**src/rtl/i2s_cap_pkg.sv**
```systemverilog
package i2s_cap_pkg;
  localparam int unsigned FRAME_LEN = 64;
  localparam int unsigned SLOT_LEN  = FRAME_LEN / 2;
  localparam int unsigned CNT_W     = $clog2(FRAME_LEN);
  localparam int unsigned POS_W     = CNT_W - 1;

  typedef struct packed {
    logic rise;
    logic fall;
  } bclk_evt_t;
endpackage

```
**src/rtl/i2s_cap_clkgen.sv**
```systemverilog
module i2s_cap_clkgen
  import i2s_cap_pkg::*;
#(
  parameter int unsigned DIV_W = 8
) (
  input  logic             clk_i,
  input  logic             rst_ni,
  input  logic             en_i,
  input  logic [DIV_W-1:0] div_i,
  output logic             bclk_o,
  output bclk_evt_t        evt_o
);
  logic [DIV_W-1:0] div_q, cnt_q, half;
  logic             bclk_q, term;

  always_comb begin
    half = div_q >> 1;
    if (half == '0) half = DIV_W'(1);
    term = (cnt_q == half - DIV_W'(1));
  end

  assign evt_o.rise = en_i & term & ~bclk_q;
  assign evt_o.fall = en_i & term & bclk_q;
  assign bclk_o     = bclk_q;

  always_ff @(posedge clk_i or negedge rst_ni) begin
    if (!rst_ni) begin
      div_q  <= DIV_W'(2);
      cnt_q  <= '0;
      bclk_q <= 1'b0;
    end else if (!en_i) begin
      div_q  <= div_i;
      cnt_q  <= '0;
      bclk_q <= 1'b0;
    end else if (term) begin
      cnt_q  <= '0;
      bclk_q <= ~bclk_q;
    end else begin
      cnt_q  <= cnt_q + DIV_W'(1);
    end
  end
endmodule

```
**src/rtl/i2s_cap_framer.sv**
```systemverilog
module i2s_cap_framer
  import i2s_cap_pkg::*;
(
  input  logic             clk_i,
  input  logic             rst_ni,
  input  logic             en_i,
  input  bclk_evt_t        evt_i,
  output logic             ws_o,
  output logic [POS_W-1:0] pos_o,
  output logic             armed_o
);
  // counter idles mid-frame so ws rests high; first wrap to 0 opens a left slot
  localparam logic [CNT_W-1:0] CNT_IDLE = CNT_W'(SLOT_LEN);

  logic [CNT_W-1:0] cnt_q;
  logic             armed_q;

  always_ff @(posedge clk_i or negedge rst_ni) begin
    if (!rst_ni) begin
      cnt_q   <= CNT_IDLE;
      armed_q <= 1'b0;
    end else if (!en_i) begin
      cnt_q   <= CNT_IDLE;
      armed_q <= 1'b0;
    end else if (evt_i.fall) begin
      cnt_q <= cnt_q + CNT_W'(1);
      if (cnt_q == '1) armed_q <= 1'b1;
    end
  end

  assign ws_o    = cnt_q[CNT_W-1];
  assign pos_o   = cnt_q[POS_W-1:0];
  assign armed_o = armed_q;
endmodule

```
**src/rtl/i2s_cap_shift.sv**
```systemverilog
module i2s_cap_shift
  import i2s_cap_pkg::*;
#(
  parameter int unsigned KEEP_W = 18
) (
  input  logic              clk_i,
  input  logic              rst_ni,
  input  logic              en_i,
  input  logic              rise_i,
  input  logic              sd_i,
  input  logic [POS_W-1:0]  pos_i,
  input  logic              armed_i,
  output logic              done_o,
  output logic [KEEP_W-1:0] smp_o
);
  localparam logic [POS_W-1:0] POS_FIRST = POS_W'(1);
  localparam logic [POS_W-1:0] POS_LAST  = POS_W'(KEEP_W);

  logic [KEEP_W-2:0] sh_q;
  logic              in_win;

  assign in_win = (pos_i >= POS_FIRST) && (pos_i < POS_LAST);

  always_ff @(posedge clk_i or negedge rst_ni) begin
    if (!rst_ni)                sh_q <= '0;
    else if (!en_i)             sh_q <= '0;
    else if (rise_i && in_win)  sh_q <= {sh_q[KEEP_W-3:0], sd_i};
  end

  // last kept bit is taken straight from the pin on the final edge
  assign done_o = rise_i & armed_i & (pos_i == POS_LAST);
  assign smp_o  = {sh_q, sd_i};
endmodule

```
**src/rtl/i2s_mic_capture.sv**
```systemverilog
module i2s_mic_capture
  import i2s_cap_pkg::*;
#(
  parameter int unsigned DIV_W  = 8,
  parameter int unsigned KEEP_W = 18,
  parameter int unsigned OUT_W  = 32
) (
  input  logic             clk_i,
  input  logic             rst_ni,
  input  logic             en_i,
  input  logic [DIV_W-1:0] div_i,
  output logic             bclk_o,
  output logic             ws_o,
  input  logic             sd_i,
  output logic             valid_o,
  input  logic             ready_i,
  output logic [OUT_W-1:0] data_o,
  output logic             right_o,
  output logic             overrun_o,
  input  logic             ovr_clr_i
);
  localparam int unsigned EXT_W = OUT_W - KEEP_W;

  bclk_evt_t         evt;
  logic [POS_W-1:0]  pos;
  logic              armed, done;
  logic [KEEP_W-1:0] smp;
  logic              valid_q, right_q, ovr_q;
  logic [OUT_W-1:0]  data_q;

  i2s_cap_clkgen #(.DIV_W(DIV_W)) u_clk (
    .clk_i, .rst_ni, .en_i, .div_i,
    .bclk_o, .evt_o(evt)
  );

  i2s_cap_framer u_frm (
    .clk_i, .rst_ni, .en_i, .evt_i(evt),
    .ws_o, .pos_o(pos), .armed_o(armed)
  );

  i2s_cap_shift #(.KEEP_W(KEEP_W)) u_sh (
    .clk_i, .rst_ni, .en_i, .rise_i(evt.rise), .sd_i,
    .pos_i(pos), .armed_i(armed), .done_o(done), .smp_o(smp)
  );

  always_ff @(posedge clk_i or negedge rst_ni) begin
    if (!rst_ni) begin
      valid_q <= 1'b0;
      right_q <= 1'b0;
      data_q  <= '0;
    end else if (done) begin
      valid_q <= 1'b1;
      right_q <= ws_o;
      data_q  <= {{EXT_W{smp[KEEP_W-1]}}, smp};
    end else if (ready_i) begin
      valid_q <= 1'b0;
    end
  end

  always_ff @(posedge clk_i or negedge rst_ni) begin
    if (!rst_ni)                           ovr_q <= 1'b0;
    else if (done && valid_q && !ready_i)  ovr_q <= 1'b1;
    else if (ovr_clr_i)                    ovr_q <= 1'b0;
  end

  assign valid_o   = valid_q;
  assign right_o   = right_q;
  assign data_o    = data_q;
  assign overrun_o = ovr_q;
endmodule

```
**config.mk**
```make
export PLATFORM = sky130hd
export DESIGN_NAME = i2s_mic_capture
export DESIGN_NICKNAME = d
export VERILOG_FILES = /design/src/rtl/i2s_cap_pkg.sv /design/src/rtl/i2s_cap_clkgen.sv /design/src/rtl/i2s_cap_framer.sv /design/src/rtl/i2s_cap_shift.sv /design/src/rtl/i2s_mic_capture.sv
export SDC_FILE = /design/constraint.sdc
export NUM_CORES = 1
export LEC_CHECK = 0
export ABC_AREA = 1
export BUFFER_PORTS_ARGS = -buffer_cell sky130_fd_sc_hd__buf_4
export CAP_MARGIN = 40
export CORE_MARGIN = 2
export CORE_UTILIZATION = 51
export CTS_CLUSTER_DIAMETER = 50
export DETAILED_ROUTE_END_ITERATION = 16
export PLACE_DENSITY_LB_ADDON = 0.1
export SYNTH_ARGS = -nofsm -noshare
export SYNTH_HDL_FRONTEND = slang
export SYNTH_HIERARCHICAL = 1
export SYNTH_SLANG_ARGS = --single-unit
```
**constraint.sdc**
```tcl
create_clock -name clk_i -period 2.6 [get_ports clk_i]
set_input_delay 0.13 -clock clk_i [delete_from_list [all_inputs] [get_ports clk_i]]
set_output_delay 0.13 -clock clk_i [all_outputs]
set_load 0.03 [all_outputs]
```
# ---- Word level (Yosys, flattened, before mapping)
# Index checks and enable logic that the tools add are counted.
dict set report word_totals {
  ff_bits 62
  in_bits 14
  out_inout_bits 37
  elab_cells 53
}
dict set report classes {
  n_addsub 3
  n_lt_le_gt_ge 2
  n_eq_ne 7
  muxes 16
  bitwise_logic 6
  reduce_logical 9
}
# cell n
set ops {}
lappend ops {{two-way mux 17 bit} 2}
lappend ops {{two-way mux 8 bit} 2}
lappend ops {{two-way mux 6 bit} 2}
lappend ops {{two-way mux 1 bit} 9}
lappend ops {{adder 8 x 1 -> 8 bit, second input constant} 1}
lappend ops {{equality test 8 bit} 1}
lappend ops {{logical NOT 8 bit} 1}
lappend ops {{inequality test 2 x 1 -> 1 bit, second input constant} 4}
lappend ops {{subtractor 8 x 1 -> 8 bit, second input constant} 1}
lappend ops {{two-way mux 7 bit} 1}
lappend ops {{adder 6 x 1 -> 6 bit, second input constant} 1}
lappend ops {{equality test 6 bit, second input constant} 1}
lappend ops {{bitwise AND 1 bit} 5}
lappend ops {{equality test 5 bit, second input constant} 1}
lappend ops {{>= comparator 5 x 1 -> 1 bit, second input constant} 1}
lappend ops {{< comparator 5 bit, second input constant} 1}
lappend ops {{logical AND 1 bit} 4}
lappend ops {{nonzero test 2 bit} 2}
lappend ops {{AND reduction 2 bit} 1}
lappend ops {{logical NOT 1 bit} 1}
lappend ops {{inverter 1 bit} 1}

# ---- Longest topological paths before layout
dict set report depth {
  depth_word 11
  depth_mapped 21
  ltp_nobuf 21
}

# ---- By module
# The synthesis kept the hierarchy.
# module n_inst cells_per_inst area_per_inst_um2 seq_area_each_um2
set by_module_without_submodules {}
lappend by_module_without_submodules {i2s_cap_clkgen 1 126 1004.7 401.6}
lappend by_module_without_submodules {i2s_mic_capture 1 104 913.4 525.5}
lappend by_module_without_submodules {i2s_cap_shift 1 104 895.9 425.4}
lappend by_module_without_submodules {i2s_cap_framer 1 51 387.9 176.4}

# ---- Worst setup path after synthesis
# No wires, ideal clock.
dict set report synth_path {
  path_kind {register -> register}
  from {register u_clk.div_q[3]}
  to {register data_o[17] (netlist name)}
  setup_ns 0.120
  arrival_ns 2.388
  t_required_ns 2.480
  slack_ns 0.092
  stages_incl_launch_ff 19
  n_path_buf 1
  synth_period_minus_slack_ns 2.508
  path_cell_list {dfrtp_1 -> inv_2 -> nand2_1 -> nor2_2 -> nand2_2 -> nand2_2 -> inv_1 -> ha_1 -> xor2_1 -> o21ai_1 -> nor3_4 -> nand4_1 -> inv_1 -> nand3_1 -> nor3_1 -> inv_2 -> buf_6 -> nand2_1 -> nand2_1}
}
# item line_no
set synth_lines {}
lappend synth_lines {{start, declared} i2s_cap_clkgen.sv:13} ;# logic [DIV_W-1:0] div_q, cnt_q, half;
lappend synth_lines {{start signal, assigned} i2s_cap_clkgen.sv:32} ;# div_q <= div_i;

==> flow_summary.yaml <==
critical_path:
  crit_fanout: 5
  start_kind: "register"
  worstSetupPathType: "register to register"
  arrival_ns: 2.89
  critical-path-max-stage-delay_ns: 0.39
  cpMostUsedCell: "nand2_2"
  cp_data_required_time_ns: 2.89
  critical_path.slowest_cell: "dfrtp_1"
  end_kind: "register"
  cp_cell_sequence: "inv_2 > nand2_2 > nor2_4 > nand2_2 > nand2_2 > inv_2 > ha_4 > xor2_1 > o21ai_2 > nor3_4 > nand4_1 > inv_2 > nand3_2 > nor3_4 > buf_12 > clkbuf_16 > nand2_2 > nand2_1"
logic_synthesis:
  yosys_warnings: 6
  synth_ff_type: "dfrtp_1"
  yosysSeqAreaShare_pct: 47.8
  synth_top_cell_area_share_pct: 46.1
  ys_ff_latch: 61
  yosysTopAreaCell: "dfrtp_1"
  synth-edff-count: 0
  synth_cell_types: 30
  ys_top_cells_by_area: "dfrtp_1, nand2_1, inv_1"
  async_reset_ff_share_pct: 100
  avgSynthCellArea_um2: 8.32
  synth_nets: 402
  syn-instance-count: 385
  synth_most_common_cell: "nand2_1"
  syn_area_mm2: 0.00320
  synth_common_cells: "nand2_1, dfrtp_1, inv_1"
clock_tree:
  cts_root_buf: "clkbuf_8"
  clkTransAtPathRegs_ns: 0.07
  h-tree-depth: 3
  clk_path_buf_depth: 2
  clk_latency_ns: 0.35
  cts_made_buffers: 9
  clkSinkCount: 61
  cts_tree: "yes"
global_routing:
  grt_max_degree: 62
  grt-ovfl-total: 0
  antenna_found_initial: 0
  grt_pass1_vias: 2343
  grt_pass1_wl_um: 10400
  grt_usage_pct: 18.6
floorplan:
  placementRows: 28
  start_util_pct: 53.4
  die_w_um: 83.2
  design.core.area_mm2: 0.00599
  die-area_mm2: 0.00693
  die_y_um: 83.2
  io_pins: 51
routing:
  drt_first_iter_violations: 173
  wl_per_cell_um: 12.8
  wl_met3_um: 431
  drt-pass1-iter-count: 5
  avgViaCountPerCell: 4.87
  wirelength_um: 6700
  drc: 0
  wl_met2_um: 3150
  ant_nets: 0
  vias: 2544
  wirelength_met1_um: 3030
  highest_layer: "met4"
power:
  power_density_mw_per_mm2: 516
  totalPowerFinal_uw: 2110
  leakagePower_uw: 0.00226
  worst_ir_drop_vdd_v: 0.000401
place:
  dp_hpwl_um: 4020
  placement.io_buffers: 49
  dp_cells: 496
  gp_congestion: 0.808
layout:
  antenna_cells: 0
  final_nets: 459
  syn_to_final_growth_pct: 27.4
  post-route-util_pct: 68.1
  nFillCells: 469
  drive_gt1_share_pct: 38.3
  final_cells: 522
sta:
  rsz0062_at_grt: "yes"
  finalClockSkew_ns: 0.0118
  timing_hold_violations_final: 0
  tightest_slew_ns: 0.779
  post-route-period-util_pct: 100
  fin_crit_ns: 2.60
  drv_slew: 0
  setup_ws_ns: -0.000168
  fmax_mhz: 385
  relSlewSlack_pct: 48.1
  setup_viol: 1
  fin_hold_ws_ns: 0.0129
outcome:
  violations: "negative setup slack"
  outcome: "complete, but fails checks"
flow_run:
  cap_violations: 0
worst_hold_path:
  hold_class: "input port to register"
critical path: cells and delay by family (launching register included):
kind	cells	cell delay [ns]
compound gates	1	0.10
xor+xnor	1	0.19
flops	1	0.39
buf+inv	5	0.55
simple gates	10	1.06
fa+ha+maj	1	0.26
per-layer routing:
layer,vias up,global-route usage (%)
li1,1279,-
met1,1178,23.7
met2,77,30.2
met3,10,5.27
met4,0,7.15
met5,-,0
area by class of cell:
| class | instances | area [um^2] | share of cell area [%] |
|---|---|---|---|
| Inverter | 49 | 196 | 4.82 |
| Clock inverter | 5 | 82.6 | 2.03 |
| Clock buffer | 11 | 141 | 3.47 |
| Timing Repair Buffer | 73 | 642 | 15.7 |
| Tap cell | 75 | 93.8 | 2.30 |
| Sequential cell | 61 | 1530 | 37.5 |
| Multi-Input combinational cell | 248 | 1390 | 34.2 |
kinds of logic after synthesis:
group           synth area share (%)
compound gates                  6.76
flops                           47.8
fa+ha+maj                       1.17
xor+xnor                        2.46
mux                            0.352
simple gates                    29.1
buf+inv                         12.4
per-stage QoR:
step	TNS [ns]	setup slack, ns	cell area (um^2)
2_1_floorplan	0	0.0918	3200
3_3_place_gp	0	0.0796	3570
3_5_place_dp	0	0.0235	3570
4_1_cts	0	0.00955	3830
5_1_grt	-3.74	-0.168	4080
6_report	-0.000168	-0.000168	4080
timing repair:
action | CTS | global route
pin swaps | 0 | 27
hold buffers | 2 | 0
buffers inserted | 0 | 4
hold endpoints to repair | 60 | 0
resized for setup | 3 | 41
cloned | 0 | 4
endpoints found under the setup margin | 4 | 45
worst paths after layout:
check,start,endpoint,slack (ns),cells past startpoint
max in group asynchronous,rst_ni,data_o[17]$_DFFE_PN0P_,1.67,2
setup reg to reg,u_clk/div_q[6]$_DFFE_PN0N_,data_o[2]$_DFFE_PN0P_,-0.0002,18
min in group asynchronous,rst_ni,u_frm/cnt_q[3]$_DFFE_PN0P_,0.39,2
hold / removal,div_i[7],u_clk/div_q[7]$_DFFE_PN0N_,0.01,2
setup / recovery,u_clk/div_q[6]$_DFFE_PN0N_,data_o[2]$_DFFE_PN0P_,-0.0002,18
hold reg to reg,overrun_o$_DFFE_PN0P_,overrun_o$_DFFE_PN0P_,0.47,2
sequential cells by signal (all words and copies together), names as in the netlist, 6 cells and up:
| register | cells |
|---|---|
| u_frm/cnt_q | 6 |
| u_clk/div_q | 7 |
| data_o | 18 |
| u_sh/sh_q | 17 |
| u_clk/cnt_q | 8 |
power breakdown:
| group | switching (uW) | total (uW) | internal, uW |
|---|---|---|---|
| clock | 390 | 959 | 569 |
| combinational | 99.2 | 169 | 69.8 |
| sequential | 13.6 | 977 | 964 |
| total | 503 | 2110 | 1600 |
layout by cell type, fill, tap and decap left out, types with 3 or more instances in the layout:
master	netlist	routed
a21oi_1	7	7
buf_4	17	64
clkbuf_16	0	3
clkbuf_8	0	10
dfrtp_1	59	59
inv_1	42	38
inv_2	7	10
nand2_1	139	118
nand2_2	3	23
nand2_4	2	3
nand3_1	16	11
nand3_2	2	7
nand4_1	6	6
nor2_1	18	17
nor2_2	12	12
nor2_4	3	4
o21ai_0	4	4
o21ai_2	16	17
xor2_1	7	7
(Power assumes the default switching activity.)
